### src/rtl/ptp_tod_pkg.sv
package ptp_tod_pkg;
  localparam int ADDR_W = 3;

  typedef enum logic [ADDR_W-1:0] {
    A_CTRL  = 3'd0,
    A_T_LO  = 3'd1,
    A_T_HI  = 3'd2,
    A_S_LO  = 3'd3,
    A_S_HI  = 3'd4
  } reg_addr_e;

  localparam logic [63:0] STEP_1P6NS = 64'h0000_0001_9999_9999;
endpackage

### src/rtl/ptp_step_reg.sv
module ptp_step_reg #(
  parameter int DW = 32,
  parameter logic [2*DW-1:0] STEP_INIT = '0
) (
  input  logic            clk,
  input  logic            rst_n,
  input  logic            wr_lo,
  input  logic            wr_hi,
  input  logic [DW-1:0]   wdata,
  output logic [2*DW-1:0] step_q
);
  localparam int SW = 2 * DW;

  logic [DW-1:0] lo_stage_q;

  always_ff @(posedge clk or negedge rst_n) begin
    if (!rst_n) begin
      lo_stage_q <= STEP_INIT[DW-1:0];
      step_q     <= STEP_INIT;
    end else begin
      if (wr_lo) lo_stage_q <= wdata;
      if (wr_hi) step_q <= {wdata, lo_stage_q};
    end
  end


  lo_alone_keeps_step_chk: assert property (@(posedge clk) disable iff (!rst_n)
    (wr_lo && !wr_hi) |=> $stable(step_q));


  hi_commit_chk: assert property (@(posedge clk) disable iff (!rst_n)
    wr_hi |=> step_q[SW-1:DW] == $past(wdata));
endmodule

### src/rtl/ptp_tod_core.sv
module ptp_tod_core #(
  parameter int DW = 32
) (
  input  logic            clk,
  input  logic            rst_n,
  input  logic            cnt_en,
  input  logic            load,
  input  logic [2*DW-1:0] load_val,
  input  logic [2*DW-1:0] step,
  output logic [2*DW-1:0] ns_q
);
  localparam int NS_W = 2 * DW;

  logic [DW-1:0]   frac_q;
  logic [DW:0]     frac_sum;
  logic [NS_W-1:0] ns_next;

  always_comb begin
    frac_sum = {1'b0, frac_q} + {1'b0, step[DW-1:0]};
    ns_next  = ns_q + {{DW{1'b0}}, step[NS_W-1:DW]}
                    + {{(NS_W-1){1'b0}}, frac_sum[DW]};
  end

  always_ff @(posedge clk or negedge rst_n) begin
    if (!rst_n) begin
      ns_q   <= '0;
      frac_q <= '0;
    end else if (load) begin
      ns_q   <= load_val;
      frac_q <= '0;
    end else if (cnt_en) begin
      ns_q   <= ns_next;
      frac_q <= frac_sum[DW-1:0];
    end
  end


  hold_when_off_chk: assert property (@(posedge clk) disable iff (!rst_n)
    (!cnt_en && !load) |=> $stable(ns_q));


  load_value_chk: assert property (@(posedge clk) disable iff (!rst_n)
    load |=> ns_q == $past(load_val));


  load_clears_frac_chk: assert property (@(posedge clk) disable iff (!rst_n)
    load |=> frac_q == '0);


  tick_step_chk: assert property (@(posedge clk) disable iff (!rst_n)
    (cnt_en && !load) |=>
      ((ns_q - $past(ns_q)) == {{DW{1'b0}}, $past(step[NS_W-1:DW])}) ||
      ((ns_q - $past(ns_q)) == ({{DW{1'b0}}, $past(step[NS_W-1:DW])} + 1'b1)));
endmodule

### src/rtl/ptp_reg_port.sv
module ptp_reg_port
  import ptp_tod_pkg::*;
#(
  parameter int DW = 32
) (
  input  logic              clk,
  input  logic              rst_n,
  input  logic              reg_wr,
  input  logic              reg_rd,
  input  logic [ADDR_W-1:0] reg_addr,
  input  logic [DW-1:0]     reg_wdata,
  output logic [DW-1:0]     reg_rdata,
  input  logic [2*DW-1:0]   ns,
  input  logic [2*DW-1:0]   step,
  output logic              cnt_en,
  output logic              load,
  output logic [2*DW-1:0]   load_val,
  output logic              step_wr_lo,
  output logic              step_wr_hi
);
  localparam int NS_W = 2 * DW;

  logic [DW-1:0] t_lo_stage_q;
  logic [DW-1:0] hi_snap_q;

  always_comb begin
    load       = reg_wr && (reg_addr == A_T_HI);
    load_val   = {reg_wdata, t_lo_stage_q};
    step_wr_lo = reg_wr && (reg_addr == A_S_LO);
    step_wr_hi = reg_wr && (reg_addr == A_S_HI);
  end

  always_ff @(posedge clk or negedge rst_n) begin
    if (!rst_n) begin
      cnt_en       <= 1'b0;
      t_lo_stage_q <= '0;
    end else if (reg_wr) begin
      if (reg_addr == A_CTRL) cnt_en <= reg_wdata[0];
      if (reg_addr == A_T_LO) t_lo_stage_q <= reg_wdata;
    end
  end

  always_ff @(posedge clk or negedge rst_n) begin
    if (!rst_n) begin
      reg_rdata <= '0;
      hi_snap_q <= '0;
    end else if (reg_rd) begin
      case (reg_addr)
        A_CTRL: reg_rdata <= {{(DW-1){1'b0}}, cnt_en};
        A_T_LO: begin
          reg_rdata <= ns[DW-1:0];
          hi_snap_q <= ns[NS_W-1:DW];
        end
        A_T_HI: reg_rdata <= hi_snap_q;
        A_S_LO: reg_rdata <= step[DW-1:0];
        A_S_HI: reg_rdata <= step[NS_W-1:DW];
        default: reg_rdata <= '0;
      endcase
    end
  end


  snap_capture_chk: assert property (@(posedge clk) disable iff (!rst_n)
    (reg_rd && reg_addr == A_T_LO) |=> hi_snap_q == $past(ns[NS_W-1:DW]));


  snap_hold_chk: assert property (@(posedge clk) disable iff (!rst_n)
    !(reg_rd && reg_addr == A_T_LO) |=> $stable(hi_snap_q));


  unmapped_read_chk: assert property (@(posedge clk) disable iff (!rst_n)
    (reg_rd && reg_addr > A_S_HI) |=> reg_rdata == '0);
endmodule

### src/rtl/ptp_tod_counter.sv
module ptp_tod_counter
  import ptp_tod_pkg::*;
#(
  parameter int DW = 32,
  parameter logic [2*DW-1:0] STEP_INIT = STEP_1P6NS[2*DW-1:0]
) (
  input  logic              clk,
  input  logic              rst_n,
  input  logic              reg_wr,
  input  logic              reg_rd,
  input  logic [ADDR_W-1:0] reg_addr,
  input  logic [DW-1:0]     reg_wdata,
  output logic [DW-1:0]     reg_rdata,
  output logic [2*DW-1:0]   tod_ns
);
  localparam int NS_W = 2 * DW;

  logic            cnt_en;
  logic            load;
  logic [NS_W-1:0] load_val;
  logic            step_wr_lo;
  logic            step_wr_hi;
  logic [NS_W-1:0] step;
  logic [NS_W-1:0] ns;

  ptp_reg_port #(.DW(DW)) u_port (
    .clk        (clk),
    .rst_n      (rst_n),
    .reg_wr     (reg_wr),
    .reg_rd     (reg_rd),
    .reg_addr   (reg_addr),
    .reg_wdata  (reg_wdata),
    .reg_rdata  (reg_rdata),
    .ns         (ns),
    .step       (step),
    .cnt_en     (cnt_en),
    .load       (load),
    .load_val   (load_val),
    .step_wr_lo (step_wr_lo),
    .step_wr_hi (step_wr_hi)
  );

  ptp_step_reg #(.DW(DW), .STEP_INIT(STEP_INIT)) u_step (
    .clk    (clk),
    .rst_n  (rst_n),
    .wr_lo  (step_wr_lo),
    .wr_hi  (step_wr_hi),
    .wdata  (reg_wdata),
    .step_q (step)
  );

  ptp_tod_core #(.DW(DW)) u_core (
    .clk      (clk),
    .rst_n    (rst_n),
    .cnt_en   (cnt_en),
    .load     (load),
    .load_val (load_val),
    .step     (step),
    .ns_q     (ns)
  );

  assign tod_ns = ns;
endmodule

### config.mk
export PLATFORM = sky130hd
export DESIGN_NAME = ptp_tod_counter
export DESIGN_NICKNAME = d
export VERILOG_FILES = /design/src/rtl/ptp_tod_pkg.sv /design/src/rtl/ptp_step_reg.sv /design/src/rtl/ptp_tod_core.sv /design/src/rtl/ptp_reg_port.sv /design/src/rtl/ptp_tod_counter.sv
export SDC_FILE = /design/constraint.sdc
export NUM_CORES = 1
export LEC_CHECK = 0
export ABC_AREA = 1
export BUFFER_PORTS_ARGS = -buffer_cell sky130_fd_sc_hd__buf_2
export CAP_MARGIN = 20
export CORE_MARGIN = 2
export CORE_UTILIZATION = 40
export CTS_CLUSTER_DIAMETER = 60
export DETAILED_ROUTE_END_ITERATION = 8
export GPL_TIMING_DRIVEN = 0
export SLEW_MARGIN = 20
export SYNTH_ARGS = -nofsm -noshare
export SYNTH_HDL_FRONTEND = slang
export SYNTH_SLANG_ARGS = --single-unit
### constraint.sdc
create_clock -name clk -period 4.35 [get_ports clk]
set_input_delay 0.2175 -clock clk [delete_from_list [all_inputs] [get_ports clk]]
set_output_delay 0.2175 -clock clk [all_outputs]
set_load 0.005 [all_outputs]
==> out/qor.yml <==
pwr:
  p_per_area_nw_per_um2: 635
  p_leak_uw: 0.0107
  switching_power_uw: 5620
  pwr-share-seq_pct: 34.9
  sw_frac_of_total_pct: 43.2
  power.internal_uw: 7400
  comb_power_share_pct: 38.9
  clkPwrFrac_pct: 26.3
  peakVddDrop_mv: 0.289
synthesis:
  avgSynthCellArea_um2: 7.19
  synthDistinctLibCells: 46
  synth_nets: 2546
  yosysWarnings: 0
  synth-xor-area-share_pct: 0.349
  synth_ff_type: "dfrtp_1"
  synthCells: 2441
  synthSimpleGateAreaFrac_pct: 30.4
  yosys_register_bits: 289
  synth_seq_area_share_pct: 41.5
  async_reset_ff_share_pct: 100
  synth_top_family_by_area: "simple AND/OR/NAND/NOR gates"
  synth_edf_count: 0
  synthAdderAreaFrac_pct: 4.84
  syn_area_um2: 17500
  synthMuxAreaShare_pct: 3.98
  synth-compound-area-share_pct: 10.7
timing:
  timing.fmax_ghz: 0.238
  setup_slack_ns: 0.144
  slew_headroom_pct: 43.0
  timing.final.hold_violations: 0
  finalCriticalPeriod_ns: 4.21
  fin_crit_sh_pct: 96.7
  slew_violations: 0
  setup_viol: 0
  fin_skew_ns: 0.0154
  worst_pin_slew_ns: 0.854
clocking:
  cts_tree: "yes"
  cts_sinks: 289
  cts_made_buffers: 41
  root_buffer: "clkbuf_16"
  path_clk_slew_ns: 0.06
  clk_path_buf_depth: 3
  worstSkewPairLatency_ns: 0.57
  htreeDepth: 2
final_layout:
  insertedDiodeCount: 0
  mostFrequentLayoutCells: "nand2_1 (883), inv_1 (294), dfrtp_1 (256)"
  utilization_pct: 47.5
  final_cell_count_no_fill: 3237
  final_common_cell: "nand2_1"
  area_delta_synth_final_pct: 16.9
  final_layout_size_suffix_gt1_share_pct: 13.7
  num-nets-final: 2728
worst_setup_path:
  path_delay_family: "simple AND/OR/NAND/NOR gates"
  max_stage_delay_ns: 0.57
  critPathLaunchType: "flop"
  cp.arrival_ns: 4.65
  crit_top_cell: "nand2_1"
  cp_num_buf_inv: 1
  critPathMaxFanout: 4
  path_class: "flop to flop"
  crit_required_ns: 4.79
  slowest_stage: "dfstp_2"
  end_kind: "flop"
detailed_routing:
  vias: 17300
  drt-total-wl_um: 68600
  drt-vias-per-instance: 5.34
  dr.first_iter.drc_count: 1619
  detail-route-antenna-nets: 0
  drcViolationCount: 0
  first_pass_iters: 6
  wl_per_cell_um: 21.2
global_routing:
  antenna_found_initial: 1
  grt_pass1_wl_um: 102000
  overflow: 0
  grt_use_total_pct: 30.7
  grt_max_degree: 97
  grt_pass1_vias: 16700
placed_design:
  dp_cells: 3161
  dp_slack_ns: -0.667
  place_hpwl_um: 55200
  globalplace.congestion: 0.974
  portBuffers: 132
floorplanning:
  fp.dieH_um: 213
  rows: 76
  die_w_um: 213
  dieArea_um2: 45600
  fp.coreArea_um2: 43200
  ios: 135
  floorplan.initialDensity_pct: 40.6
min_path:
  hold_path_class: "input port to flop"
flow_run:
  drv_cap: 0
status:
  outcome: "finished, final reports clean"
==> metal layers <==
metal / up-vias / GRT usage, % / wire, µm
li1: 8273 / - / -
met2: 601 / 49.5 / 31300
met3: 131 / 5.36 / 4730
met4: 0 / 11.8 / 2600
met5: - / 0 / 0
met1: 8295 / 41.1 / 29900
==> cell usage after synthesis, types with 3 or more instances <==
cell      count  area (µm²)
ha_1         63         788
nor3_1       22         110
dfrtp_1     256        6410
nor3_2        5        50.1
buf_2        15        75.1
clkbuf_1     40         150
and2_1        3        18.8
or2_1         3        18.8
o21bai_1      9        67.6
a22o_1        3        26.3
o21ai_0     186         931
nand4_1      45         282
o211ai_1      4        30.0
or2_2         4        25.0
o22ai_1      32         200
a21oi_1      92         460
buf_6         4        45.0
o31ai_1       4        30.0
nor2_1      161         604
xnor2_1       6        52.6
a21o_1        6        45.0
mux2_2       62         698
nor4_1        3        18.8
buf_1         5        18.8
inv_1       295        1110
nand3_1     149         746
buf_4         5        37.5
inv_2         3        11.3
fa_1          3        60.1
dfstp_2      33         867
nand3b_1      7        52.6
o21a_1        4        30.0
nand2_1     894        3360
==> sequential cells by signal, indices dropped and copies added (netlist names) <==
name / flops
u_core.ns_q: 64
u_step.step_q: 64
u_core.frac_q: 32
u_port.reg_rdata: 32
u_port.hi_snap_q: 32
u_port.t_lo_stage_q: 32
u_port.cnt_en: 1
u_step.lo_stage_q: 32
==> metrics by stage <==
step | setup TNS (ns) | instance area [µm²] | hold slack, ns | total power, µW
3_5_place_dp | -10.72 | 19000 | 0.232 | 9470
5_1_grt | -0.0265 | 20500 | 0.0508 | 13900
4_1_cts | 0 | 20500 | 0.0145 | 13000
6_report | 0 | 20500 | 0.0376 | 13000
2_1_floorplan | 0 | 17500 | -0.0781 | 7390
3_3_place_gp | -693.70 | 18900 | 0.462 | 9370
==> final cells by class <==
| class | count | area, µm² |
|---|---|---|
| inverters | 299 | 1120 |
| clock inverters | 23 | 254 |
| plain buffers | 70 | 339 |
| clock buffers | 49 | 1120 |
| flip-flops and latches | 289 | 7270 |
| repair buffers | 139 | 786 |
| multi-input cells | 1783 | 8880 |
| fillers | 4474 | 22700 |
| well taps | 585 | 732 |
==> power by group through the flow <==
stage / clock network, µW / logic (µW) / registers (µW)
6_report: 3420 / 5060 / 4540
5_1_grt: 3580 / 5660 / 4620
4_1_cts: 3470 / 4990 / 4500
3_5_place_dp: 0 / 4930 / 4540
3_3_place_gp: 0 / 4850 / 4520
2_1_floorplan: 0 / 3230 / 4160
==> worst reg2reg max path, delay by kind of cell (launching register included) <==
kind	cells	cell delay, ns
fa+ha+maj	4	1.32
compound gates	1	0.15
simple gates	19	1.94
flops	1	0.57
buf+inv	1	0.10
==> worst paths after layout <==
kind,endpoint,start,cells past startpoint,slack [ns]
setup / recovery,u_core.ns_q[46],u_step.step_q[0],25,0.14
hold / removal,u_port.cnt_en,reg_addr[0],4,0.04
setup reg to reg,u_core.ns_q[46],u_step.step_q[0],25,0.14
hold reg to reg,u_step.lo_stage_q[22],u_step.lo_stage_q[22],2,0.48
max in group asynchronous,u_step.lo_stage_q[27],rst_n,5,2.50
min in group asynchronous,u_core.frac_q[4],rst_n,2,0.21
==> logic make-up after synthesis <==
family / after synthesis
AND/OR/NAND/NOR: 1302
buffers and inverters: 369
AO/OA/AOI/OAI: 346
flip-flops: 289
adder cells (fa/ha/maj): 66
multiplexers: 62
XOR/XNOR: 7
==> repair_timing <==
action / CTS / global route
cloned: 0 / 0
endpoints found under the hold margin: 69 / 0
gates resized for setup: 17 / 7
hold buffers: 1 / 0
setup endpoints to repair: 40 / 31
pin swaps: 2 / 3
buffers inserted: 1 / 2
No activity file was read; power rests on OpenSTA's default activity.
